`config.mk`:
```
export PLATFORM = sky130hd
export DESIGN_NAME = hec_codec
export DESIGN_NICKNAME = d
export VERILOG_FILES = /design/src/rtl/hec_pkg.sv /design/src/rtl/hec_encoder.sv /design/src/rtl/hec_syndrome.sv /design/src/rtl/hec_corrector.sv /design/src/rtl/hec_codec.sv
export SDC_FILE = /design/constraint.sdc
export NUM_CORES = 1
export LEC_CHECK = 0
export BUFFER_PORTS_ARGS = -buffer_cell sky130_fd_sc_hd__clkbuf_2
export CELL_PAD_IN_SITES_DETAIL_PLACEMENT = 1
export CELL_PAD_IN_SITES_GLOBAL_PLACEMENT = 1
export CORE_AREA = 2 2 68 70
export CTS_CLUSTER_DIAMETER = 80
export CTS_CLUSTER_SIZE = 12
export DETAILED_ROUTE_END_ITERATION = 12
export DIE_AREA = 0 0 70 72
export HOLD_SLACK_MARGIN = 0.05
export PLACE_DENSITY = 0.76
export REMOVE_ABC_BUFFERS = 1
export SETUP_SLACK_MARGIN = 0.4
export SYNTH_ARGS = -nofsm -noshare
export SYNTH_HDL_FRONTEND = slang
export SYNTH_SLANG_ARGS = --single-unit
```
`constraint.sdc`:
```
create_clock -name clk -period 2.1 [get_ports clk]
set_input_delay 0.21 -clock clk [delete_from_list [all_inputs] [get_ports clk]]
set_output_delay 0.21 -clock clk [all_outputs]
set_load 0.01 [all_outputs]
```
`src/rtl/hec_pkg.sv`:
```
package hec_pkg;

    localparam int DATA_W = 8;

    function automatic int calc_chk_w(int dw);
        int r;
        r = 0;
        while ((1 << r) < dw + r + 1) r++;
        return r;
    endfunction

    localparam int CHK_W = calc_chk_w(DATA_W);
    localparam int CW_W  = DATA_W + CHK_W;

    typedef logic [DATA_W-1:0] data_t;
    typedef logic [CW_W-1:0]   cw_t;
    typedef logic [CHK_W-1:0]  syn_t;

    typedef enum logic [1:0] {
        ERR_NONE  = 2'd0,
        ERR_FIXED = 2'd1,
        ERR_BAD   = 2'd2
    } err_kind_t;

    typedef struct packed {
        data_t data;
        syn_t  syn;
        logic  corrected;
        logic  invalid;
    } dec_res_t;

    function automatic logic is_pow2(int p);
        return (p & (p - 1)) == 0;
    endfunction

    // Positions covered by check bit k: every index with bit k set.
    function automatic cw_t cover_mask(int k);
        cw_t m;
        m = '0;
        for (int p = 1; p <= CW_W; p++)
            if (((p >> k) & 1) == 1) m[p-1] = 1'b1;
        return m;
    endfunction

    // Data MSB goes to the lowest non-power-of-two position.
    function automatic cw_t place_data(data_t d);
        cw_t c;
        int  j;
        c = '0;
        j = 0;
        for (int p = 1; p <= CW_W; p++) begin
            if (!is_pow2(p)) begin
                c[p-1] = d[DATA_W-1-j];
                j++;
            end
        end
        return c;
    endfunction

    function automatic data_t extract_data(cw_t c);
        data_t d;
        int    j;
        d = '0;
        j = 0;
        for (int p = 1; p <= CW_W; p++) begin
            if (!is_pow2(p)) begin
                d[DATA_W-1-j] = c[p-1];
                j++;
            end
        end
        return d;
    endfunction

    function automatic syn_t calc_syndrome(cw_t c);
        syn_t s;
        s = '0;
        for (int k = 0; k < CHK_W; k++)
            s[k] = ^(c & cover_mask(k));
        return s;
    endfunction

endpackage

```
`src/rtl/hec_encoder.sv`:
```
module hec_encoder
    import hec_pkg::*;
(
    input  logic  clk,
    input  logic  rst,
    input  logic  wr_stb,
    input  data_t wr_data,
    output cw_t   cw_q,
    output logic  valid_q
);

    cw_t        placed;
    logic [CHK_W-1:0] chk;
    cw_t        cw_next;

    always_comb placed = place_data(wr_data);

    for (genvar k = 0; k < CHK_W; k++) begin : g_chk
        localparam cw_t MASK = cover_mask(k);
        assign chk[k] = ^(placed & MASK);
    end

    always_comb begin
        cw_next = placed;
        for (int k = 0; k < CHK_W; k++)
            cw_next[(1 << k) - 1] = chk[k];
    end

    always_ff @(posedge clk) begin
        if (rst) begin
            cw_q    <= '0;
            valid_q <= 1'b0;
        end else begin
            valid_q <= wr_stb;
            if (wr_stb) cw_q <= cw_next;
        end
    end

    assert_enc_valid_R4: assert property (@(posedge clk) disable iff (rst)
        wr_stb |=> valid_q);
    assert_enc_idle_R4: assert property (@(posedge clk) disable iff (rst)
        !wr_stb |=> !valid_q && $stable(cw_q));
    assert_enc_parity_R3: assert property (@(posedge clk) disable iff (rst)
        valid_q |-> calc_syndrome(cw_q) == '0);
    assert_enc_layout_R2: assert property (@(posedge clk) disable iff (rst)
        wr_stb |=> extract_data(cw_q) == $past(wr_data));

endmodule

```
`src/rtl/hec_syndrome.sv`:
```
module hec_syndrome
    import hec_pkg::*;
(
    input  cw_t  cw,
    output syn_t syn
);

    for (genvar k = 0; k < CHK_W; k++) begin : g_syn
        localparam cw_t MASK = cover_mask(k);
        assign syn[k] = ^(cw & MASK);
    end

endmodule

```
`src/rtl/hec_corrector.sv`:
```
module hec_corrector
    import hec_pkg::*;
(
    input  logic     clk,
    input  logic     rst,
    input  logic     rd_stb,
    input  cw_t      cw,
    input  syn_t     syn,
    output dec_res_t res_q,
    output logic     valid_q
);

    err_kind_t kind;
    cw_t       flip;
    cw_t       fixed_cw;

    always_comb begin
        flip = '0;
        kind = ERR_NONE;
        if (syn != '0) begin
            if (int'(syn) <= CW_W) begin
                kind = ERR_FIXED;
                flip[int'(syn) - 1] = 1'b1;
            end else begin
                kind = ERR_BAD;
            end
        end
        fixed_cw = cw ^ flip;
    end

    always_ff @(posedge clk) begin
        if (rst) begin
            res_q   <= '0;
            valid_q <= 1'b0;
        end else begin
            valid_q <= rd_stb;
            if (rd_stb) begin
                res_q.data      <= extract_data(fixed_cw);
                res_q.syn       <= syn;
                res_q.corrected <= (kind == ERR_FIXED);
                res_q.invalid   <= (kind == ERR_BAD);
            end
        end
    end

    assert_dec_valid_R8: assert property (@(posedge clk) disable iff (rst)
        rd_stb |=> valid_q);
    assert_dec_hold_R8: assert property (@(posedge clk) disable iff (rst)
        !rd_stb |=> !valid_q && $stable(res_q));
    assert_flag_excl_R10: assert property (@(posedge clk) disable iff (rst)
        !(res_q.corrected && res_q.invalid));
    assert_fix_range_R6: assert property (@(posedge clk) disable iff (rst)
        res_q.corrected |-> (res_q.syn != '0) && (int'(res_q.syn) <= CW_W));
    assert_bad_pass_R7: assert property (@(posedge clk) disable iff (rst)
        rd_stb && (int'(syn) > CW_W) |=>
            res_q.invalid && res_q.data == extract_data($past(cw)));
    assert_clean_R5: assert property (@(posedge clk) disable iff (rst)
        rd_stb && syn == '0 |=>
            !res_q.corrected && !res_q.invalid && res_q.data == extract_data($past(cw)));

endmodule

```
`src/rtl/hec_codec.sv`:
```
module hec_codec
    import hec_pkg::*;
(
    input  logic              clk,
    input  logic              rst,
    input  logic              wr_stb,
    input  logic [DATA_W-1:0] wr_data,
    output logic [CW_W-1:0]   enc_cw,
    output logic              enc_valid,
    input  logic              rd_stb,
    input  logic [CW_W-1:0]   rd_cw,
    output logic [DATA_W-1:0] dec_data,
    output logic [CHK_W-1:0]  dec_syndrome,
    output logic              dec_corrected,
    output logic              dec_invalid,
    output logic              dec_valid
);

    syn_t     rd_syn;
    dec_res_t res;

    hec_encoder u_enc (
        .clk     (clk),
        .rst     (rst),
        .wr_stb  (wr_stb),
        .wr_data (wr_data),
        .cw_q    (enc_cw),
        .valid_q (enc_valid)
    );

    hec_syndrome u_syn (
        .cw  (rd_cw),
        .syn (rd_syn)
    );

    hec_corrector u_cor (
        .clk     (clk),
        .rst     (rst),
        .rd_stb  (rd_stb),
        .cw      (rd_cw),
        .syn     (rd_syn),
        .res_q   (res),
        .valid_q (dec_valid)
    );

    assign dec_data      = res.data;
    assign dec_syndrome  = res.syn;
    assign dec_corrected = res.corrected;
    assign dec_invalid   = res.invalid;

    assert_reset_R1: assert property (@(posedge clk)
        rst |=> !enc_valid && !dec_valid && enc_cw == '0 && dec_data == '0
                && !dec_corrected && !dec_invalid);

endmodule

```
== Yosys cells after proc, flatten, opt, wreduce, memory -nomap -nowiden ==
Index checks and enable logic that the tools add are counted.

* Add/sub/neg operators: 14
* $lt $le $gt $ge: 17
* Eq/ne operators: 2
* Multiplexer cells: 55
* Bitwise gates (word level): 1
* Reductions and logical operators: 17

{| class="wikitable"
|+ Operators by type and width
! kind !! count
|-
| two-way mux 32 bit || 14
|-
| >= comparator 32 x 1 -> 1 bit (second input constant) || 8
|-
| < comparator 32 x 5 -> 1 bit (second input constant) || 7
|-
| subtractor 4 x 32 -> 32 bit (first input constant) || 7
|-
| adder 32 x 2 -> 32 bit (second input constant) || 6
|-
| two-way mux 8 bit || 12
|-
| parity 12 bit || 8
|-
| bitwise mux 8 bit || 7
|-
| < comparator 32 x 6 -> 1 bit (second input constant) || 1
|-
| two-way mux 12 bit || 2
|-
| demux 1 bit (select 3 bit) || 7
|-
| bitwise XOR 12 bit || 1
|-
| two-way mux 1 bit || 10
|-
| logical AND 1 bit || 8
|-
| subtractor 4 x 1 -> 5 bit (second input constant) || 1
|-
| demux 1 bit (select 4 bit) || 1
|-
| less-or-equal comparator 4 bit (second input constant) || 1
|-
| two-way mux 2 bit || 2
|-
| nonzero test 4 bit || 1
|-
| == test 2 x 1 -> 1 bit (second input constant) || 1
|-
| == test 2 bit (second input constant) || 1
|}

* Register bits after elaboration: 28
* Input port bits: 24

== Depth between registers and ports, before layout ==
Gate-level depths: netlist of run 1.

* Depth after elaboration: 30
* Gate-level depth with buffers: 5
* Depth with buffers taken out: 4

== Hierarchy ==
A second synthesis of run 1 with hierarchy kept.

* Cell total of the unflattened synthesis: 136
* Area, all modules: 1427.6 sq um

{| class="wikitable"
|+ By module, submodules not included
! module !! times used !! cells each !! area each (sq um)
|-
| hec_corrector || 1 || 71 || 680.7
|-
| hec_encoder || 1 || 53 || 571.8
|-
| hec_syndrome || 1 || 12 || 175.2
|}

== Worst setup path before layout of run 1 ==
Ideal clock, no wire load.

* Path kind: in2reg
* Start point: in rd_cw[10]
* End point: reg u_cor.res_q[12] (netlist bit)
* Data arrival time: 1.595 ns
* Data required time: 2.042 ns
* Path slack: 0.446 ns
* Stages: 5
* Path buffers: 1
* Path through: buf_2 -> xnor2_1 -> xnor3_2 -> o41ai_1 -> o211a_1

* Longest elaborated chain between the ends: 28
* Elaborated cells on any way between the ends: 33

{| class="wikitable"
|+ Ends and longest elaborated chain
! element !! line !! text
|-
| start: declaration || hec_codec.sv:11 || <nowiki>input logic [CW_W-1:0] rd_cw,</nowiki>
|-
| parity 12 bit || hec_syndrome.sv:10 || <nowiki>assign syn[k] = ^(cw & MASK);</nowiki>
|-
| subtractor 4 x 1 -> 5 bit || hec_corrector.sv:23 || <nowiki>flip[int'(syn) - 1] = 1'b1;</nowiki>
|-
| >= comparator 32 x 1 -> 1 bit (implied by the code) / < comparator 32 x 6 -> 1 bit (equally long branches) || hec_corrector.sv:23 ||
|-
| logical AND 1 bit (implied by the code) || hec_corrector.sv:23 ||
|-
| two-way mux 1 bit (implied by the code) || hec_corrector.sv:23 ||
|-
| demux 1 bit (select 4 bit) || - ||
|-
| two-way mux 12 bit || hec_corrector.sv:21 || <nowiki>if (int'(syn) <= CW_W) begin</nowiki>
|-
| two-way mux 12 bit || hec_corrector.sv:20 || <nowiki>if (syn != '0) begin</nowiki>
|-
| (+12 left out) || - ||
|-
| two-way mux 8 bit || hec_corrector.sv:32 || <nowiki>if (rst) begin</nowiki>
|-
| bitwise mux 8 bit || hec_pkg.sv:67 || <nowiki>d[DATA_W-1-j] = c[p-1];</nowiki>
|-
| two-way mux 8 bit || hec_corrector.sv:37 || <nowiki>if (rd_stb) begin</nowiki>
|-
| two-way mux 8 bit || hec_corrector.sv:32 ||
|-
| bitwise mux 8 bit || hec_pkg.sv:67 ||
|-
| two-way mux 8 bit || hec_corrector.sv:37 ||
|-
| two-way mux 8 bit || hec_corrector.sv:32 ||
|-
| bitwise mux 8 bit * || hec_pkg.sv:67 ||
|-
| end: declaration || hec_corrector.sv:9 || <nowiki>output dec_res_t res_q,</nowiki>
|}

Mark *: on every way between the ends. The rest lies on a longest branch, timed or not. The select of a mux whose other input is x is not followed.
A chain may end at the register's enable or synchronous reset.

== Worst setup path after layout of run 1 ==
* Start point: in rd_cw[11]
* End point: reg u_cor.res_q[6] (netlist bit)

Same word-level chain as after synthesis.

==> summary.md, run 1 <==
| Metric | Value |
|---|---|
| Critical Path RT | `2260 ps` |
| Peak supply drop | `0.3162 mV` |
| Number of max-cap violations | `0` |
| Setup TNS | `0 ps` |
| Initial antenna violation count | `0` |
| WL met3 | `about 220 µm` |
| Int Pwr | `979.4 µW` |
| Clk sinks | `28` |
| Worst relative slew slack | `62.20%` |
| Slowest stage cell, crit path | `xor3_1` |
| Combinational share of power | `36.4%` |
| Drt pass-1 iters | `4` |
| Pwr dens | `744.9 nW/µm²` |
| RSZ-0062 raised after global routing | `no` |
| Synth Warn # | `0` |
| CP Class | `input port to flip-flop` |
| Placed cell count | `255` |
| GRT Resource Usage Total | `15.44%` |
| Top routing layer in use | `met4` |
| I/O Pins | `52` |
| Status | `finished clean` |
| Crit. Startpoint | `rd_cw[11]` |
| Crit path time final | `1686 ps` |
| Netlist cell types | `36` |
| Total power | `1464 µW` |
| DP Wirelength | `2975 µm` |
| Period utilization | `approximately four fifths` |
| Initial Util | `37.59%` |
| Peak Freq | `593.3 MHz` |
| Synth top area share | `34.97%` |
| Fin. Hold Viols | `0` |
| Final #Nets | `232` |
| Metal1 wirelength | `between 1500 and 2000 µm` |
| Crit end category | `flip-flop` |
| CP cell instances | `clkbuf_2 > xor3_1 > xnor2_2 > a311oi_1 > a311o_1` |
| Hold Path Origin | `wr_data[2]` |
| Die W | `70 µm` |
| Die height | `roughly 72 µm` |
| Routed len/inst | `15.10 µm` |
| Post-Route WL | `3911 µm` |
| Hold WC Path Type | `input port to flip-flop` |
| CTS H-tree lvls | `1` |
| Routed length on met2 | `approximately 1900 µm` |
| Area contributors post-synth | `dfxtp_1 35%, nor2_1 8.7%, mux2i_1 7.5%` |
| Ant diodes | `0` |
| Clock network power share | `22.3%` |
| Pleak | `between 0.0009 and 0.001 µW` |
| Clock transition at path regs | `90 ps` |
| DR iter-0 viols | `37` |
| Vias in the first global route | `about 1.3k` |
| Net Sw Power | `484.8 µW` |
| Cell Rows | `24` |
| #FFs+latches synth | `28` |
| Seq/Total Area, Yosys | `around a third` |
| Slew @ Worst Pin | `567.1 ps` |
| Non-Filler Instances | `259` |
| Die area | `5040 µm²` |
| Routed vias | `1360` |
| Hold_buf cts | `0` |
| CP startpoint kind | `input port` |
| Layout area overhead | `22.64%` |
| Core ar. | `roughly 4300 µm²` |
| Synth area leader | `dfxtp_1` |
| Root Driver | `clkbuf_8` |
| CP max FO | `10` |
| Routed Antenna Nets | `0` |
| IO buf count | `51` |
| Sequential Power Share | `about two fifths` |
| TritonCTS buffer count | `3` |
| Clk_lat worst skew | `260 ps` |
| Post-Syn Instances | `160` |
| Largest net degree at the start of global routing | `30` |
| Clock Tree Buf Depth | `2` |
| Mapped Area | `1603 µm²` |
| Arr. time, crit path | `1840 ps` |
| CTS tree | `yes` |
| CP max stage delay | `~500 ps` |
| Endpoints failing setup | `0` |
| Delay-heaviest family, CP | `XOR/XNOR gates` |
| Drc violations | `0` |
| Vias per cell | `5.251` |
| Worst hold slack | `227.6 ps` |
| Fraction of layout cells with a size suffix above 1 | `roughly 33%` |
| First-pass GRT wire length | `6361 µm` |
| Avg Cell Area, Syn | `10.02 µm²` |
| Final RePlAce weighted congestion | `0.7828` |
| Setup Fix Bufs, Post-CTS | `0` |
| CP Buf/Inv Count | `1` |
| Congestion Overflow GR | `0` |
| Switching share of power | `33.11%` |
| Pins over their slew limit | `0` |
| Clock Skew | `0 ps` |
| R2r startpoint | `u_cor.res_q[6]` |
[final cells by class]
| cell class | instances | area (µm²) |
|---|---|---|
| Clock buffer | 4 | 55.05 |
| Multi-Input combinational cell | 122 | 1018 |
| Inverter | 1 | 3.754 |
| Fill cell | 513 | 2298 |
| Tap cell | 52 | 65.06 |
| Timing Repair Buffer | 52 | 262.8 |
| Sequential cell | 28 | 560.5 |
[power by group through the flow]
stage / sequential, µW / combinational (µW) / clock (µW)
5_1_grt: 612 / 578 / 363
3_3_place_gp: 615 / 517 / 0
2_1_floorplan: 639 / 321 / 0
4_1_cts: 606 / 527 / 340
3_5_place_dp: 618 / 525 / 0
6_report: 605 / 534 / 326
[sequential cells by signal, summed over array words and instances (netlist names)]
register,flops
u_cor.res_q,14
u_enc.cw_q,12
u_cor.valid_q,1
u_enc.valid_q,1
[synthesized netlist by cell type (all sizes together)]
master,n
xnor2,16
nand4,6
o21bai,1
buf,2
nor3b,1
xor2,3
o211a,6
nor3,1
nand3,1
nand2b,1
a311oi,1
a311o,1
o41ai,6
o311a,1
xnor3,5
clkinv,1
clkbuf,7
a21oi,1
and2,1
a41oi,1
o2111ai,1
nor2,37
nor4,1
mux2i,12
nor2b,1
dfxtp,28
xor3,4
a211oi,5
nand2,8
[per-stage QoR]
stage	instance area [µm²]	utilization (%)	setup slack (ps)
after detailed placement	1896	44.45	170.9
after global routing	1966	46.10	403.2
after CTS	1951	45.75	446.1
after global placement	1896	44.45	240.7
final	1966	46.10	414.5
after floorplan	1568	-	531.8
[tightest hold or removal path: cells and delay by family]
family | cells | cell delay [ps]
and+or+nand+nor | 1 | 70
muxes | 1 | 70
buffers and inverters | 1 | 110
[per-layer routing]
layer  track usage [%]  vias up
met1             20.02      646
met4             1.923        0
met5                 0        -
met2             28.04       51
met3             2.500        2
li1                  -      661
[layout by cell type (no fill, tap or decap), drive strengths merged, types with 3 or more instances in the layout]
| cell type | count |
|---|---|
| clkbuf | 55 |
| o211a | 6 |
| xnor3 | 5 |
| nor2 | 37 |
| a211oi | 5 |
| o41ai | 6 |
| xor2 | 3 |
| nand4 | 6 |
| dfxtp | 28 |
| xnor2 | 16 |
| mux2i | 12 |
| xor3 | 4 |
| nand2 | 8 |
[worst paths after layout]
kind	end	cells after the start	slack (ps)
min	u_enc.cw_q[9]	3	230
max	u_cor.res_q[6]	5	410
min reg2reg	u_cor.res_q[0]	2	480
max reg2reg	u_cor.res_q[6]	2	1260
[repair_timing]
item                                   in CTS  in global routing
setup endpoints to repair                   0                  3
resized for setup                           0                  2
endpoints found under the hold margin       0                  0
[logic make-up (layout without fill, tap and decap cells)]
logic type | after synthesis | in the layout | share of synthesized area [%]
flip-flops | 28 | 28 | 34.97
buffers and inverters | 10 | 57 | 2.420
multiplexers | 12 | 12 | 7.494
AO/OA/AOI/OAI | 24 | 24 | 13.04
AND/OR/NAND/NOR | 58 | 58 | 15.54
XOR/XNOR | 28 | 28 | 26.54
(Power assumes the default switching activity.)
==> inputs of run 2 (changes only) <==
--- a/config.mk
+++ b/config.mk
@@ -8,13 +8,13 @@
 export BUFFER_PORTS_ARGS = -buffer_cell sky130_fd_sc_hd__clkbuf_2
 export CELL_PAD_IN_SITES_DETAIL_PLACEMENT = 1
 export CELL_PAD_IN_SITES_GLOBAL_PLACEMENT = 1
-export CORE_AREA = 2 2 68 70
+export CORE_AREA = 2 2 72 74
 export CTS_CLUSTER_DIAMETER = 80
 export CTS_CLUSTER_SIZE = 12
 export DETAILED_ROUTE_END_ITERATION = 12
-export DIE_AREA = 0 0 70 72
+export DIE_AREA = 0 0 74 76
 export HOLD_SLACK_MARGIN = 0.05
-export PLACE_DENSITY = 0.76
+export PLACE_DENSITY = 0.71
 export REMOVE_ABC_BUFFERS = 1
 export SETUP_SLACK_MARGIN = 0.4
 export SYNTH_ARGS = -nofsm -noshare
==> constraint.sdc (replaced) <==
create_clock -name clk -period 1.5 [get_ports clk]
set_input_delay 0.15 -clock clk [delete_from_list [all_inputs] [get_ports clk]]
set_output_delay 0.15 -clock clk [all_outputs]
set_load 0.01 [all_outputs]
==> summary.md, run 2 (synthesized netlist as in run 1, its figures left out) <==
| Metric | Value |
|---|---|
| Status | `finished clean` |
| FF/Latch Area | `560.5 µm²` |
| Clock Skew | `0 ps` |
| Slowest stage cell, crit path | `xnor3_4` |
| Crit path time final | `roughly 1500 ps` |
| Pleak | `around 0.0012 µW` |
| Total power | `2785 µW` |
| CP max FO | `3` |
| Critical Path RT | `between 1500 and 2000 ps` |
| CP max stage delay | `550 ps` |
| Commonest non-fill, non-tap cell in the layout | `clkbuf_2` |
| Clock transition at path regs | `around 100 ps` |
| Vias in the first global route | `1544` |
| Clk sinks | `28` |
| Largest net degree at the start of global routing | `17` |
| Drc violations | `0` |
| Setup TNS | `0 ps` |
| GRT Resource Usage Total | `around 17%` |
| Peak supply drop | `0.6253 mV` |
| Hold WC Path Type | `input port to flip-flop` |
| Fill count | `548` |
| Period utilization | `between 90 and 100%` |
| Final #Nets | `269` |
| RSZ-0062 raised after global routing | `yes` |
| Biggest regs | `u_cor.res_q x14, u_enc.cw_q x12` |
| Routed vias | `1567` |
| CTS tree | `yes` |
| Dpl ws | `-313.6 ps` |
| Fraction of layout cells with a size suffix above 1 | `50.00%` |
| Slew @ Worst Pin | `approximately 420 ps` |
| Clock Tree Buf Depth | `2` |
| TritonCTS buffer count | `3` |
| Die area | `5624 µm²` |
| Vias per cell | `4.990` |
| Clk_lat worst skew | `280 ps` |
| DR iter-0 viols | `26` |
| CTS H-tree lvls | `1` |
| Crit end category | `flip-flop` |
| FF-to-FF path depth | `2` |
| Root Driver | `clkbuf_8` |
| Area used by multi-input combinational logic | `1257 µm²` |
| Drt pass-1 iters | `4` |
| Non-Filler Instances | `314` |
| Endpoints failing setup | `0` |
| Hold depth | `3` |
| CP Class | `input port to flip-flop` |
| Fin. Hold Viols | `0` |
| Largest Register | `u_cor.res_q` |
| Die height | `76 µm` |
| Worst hold slack | `150.9 ps` |
| Max reg flops | `14` |
| IO buf count | `51` |
| Arr. time, crit path | `1710 ps` |
| Routed len/inst | `17.80 µm` |
| Worst relative slew slack | `72.15%` |
| Initial Util | `about 33%` |
| Final RePlAce weighted congestion | `0.8390` |
| DP Wirelength | `3318 µm` |
| Placed cell count | `between 200 and 300` |
| CP cell instances | `buf_12 > xnor2_4 > xnor3_4 > buf_4 > buf_6 > o41ai_2 > o211a_1` |
| Post-route setup slack | `23.09 ps` |
| Core ar. | `4912 µm²` |
| Congestion Overflow GR | `0` |
| Peak Freq | `677.1 MHz` |
| First-pass GRT wire length | `7679 µm` |
| Layout area overhead | `62.61%` |
| Pins over their slew limit | `0` |
| Most frequent cells in the layout | `43 x clkbuf_2, 37 x nor2_1, 31 x buf_4` |
| Initial antenna violation count | `0` |
| Pwr dens | `1069 nW/µm²` |
| Die W | `74 µm` |
| Number of max-cap violations | `0` |
| I/O Pins | `52` |
| Post-Route WL | `5588 µm` |
| Ant diodes | `0` |
| CP startpoint kind | `input port` |
| Routed Antenna Nets | `0` |
| Cell Rows | `26` |
-- run 2: timing repair --
| item | in CTS | in global routing |
|---|---|---|
| gates cloned | 2 | 0 |
| hold buffers | 0 | 0 |
| pin swaps | 11 | 24 |
| resized for setup | 24 | 39 |
| setup buffers | 4 | 8 |
| setup endpoints to repair | 14 | 14 |
-- run 2: power breakdown --
group          switching, µW  internal, µW  leakage, µW  total, µW
sequential              37.1           813     0.000232        850
clock                    247           358    0.0000357        604
combinational            661           670     0.000960       1330
-- run 2: per-layer routing --
layer	track usage, %	up-vias	routed length (µm)
met5	0	-	0
li1	-	739	-
met2	31.43	52	3025
met1	21.39	770	2272
met4	1.273	0	67
met3	3.175	6	223
-- run 2: through the flow --
step / util [%] / instance area, µm²
CTS: 48.55 / 2385
detailed placement: 42.56 / 2091
floorplan: - / 1568
global route: 53.06 / 2606
finish: 53.06 / 2606
global placement: 42.56 / 2091
-- run 2: worst paths after layout --
check,start,end,slack (ps)
setup / recovery,rd_cw[2],u_cor.res_q[8],20
hold / removal,wr_data[7],u_enc.cw_q[2],150
setup reg to reg,u_cor.res_q[6],u_cor.res_q[6],610
hold reg to reg,u_enc.cw_q[7],u_enc.cw_q[7],490
-- run 2: critical path, delay by kind of cell --
| kind | cells | cell delay (ps) |
|---|---|---|
| XOR/XNOR | 2 | 700 |
| buffers and inverters | 3 | 420 |
| AO/OA/AOI/OAI | 2 | 440 |
-- run 2: cell type report --
| class | count | area share (%) |
|---|---|---|
| flip-flops and latches | 28 | 21.51 |
| multi-input cells | 124 | 48.25 |
| repair buffers | 87 | 24.00 |
| clock buffers | 3 | 1.584 |
| inverters | 1 | 0.1440 |
| well taps | 70 | 3.361 |
| clock inverters | 1 | 1.152 |
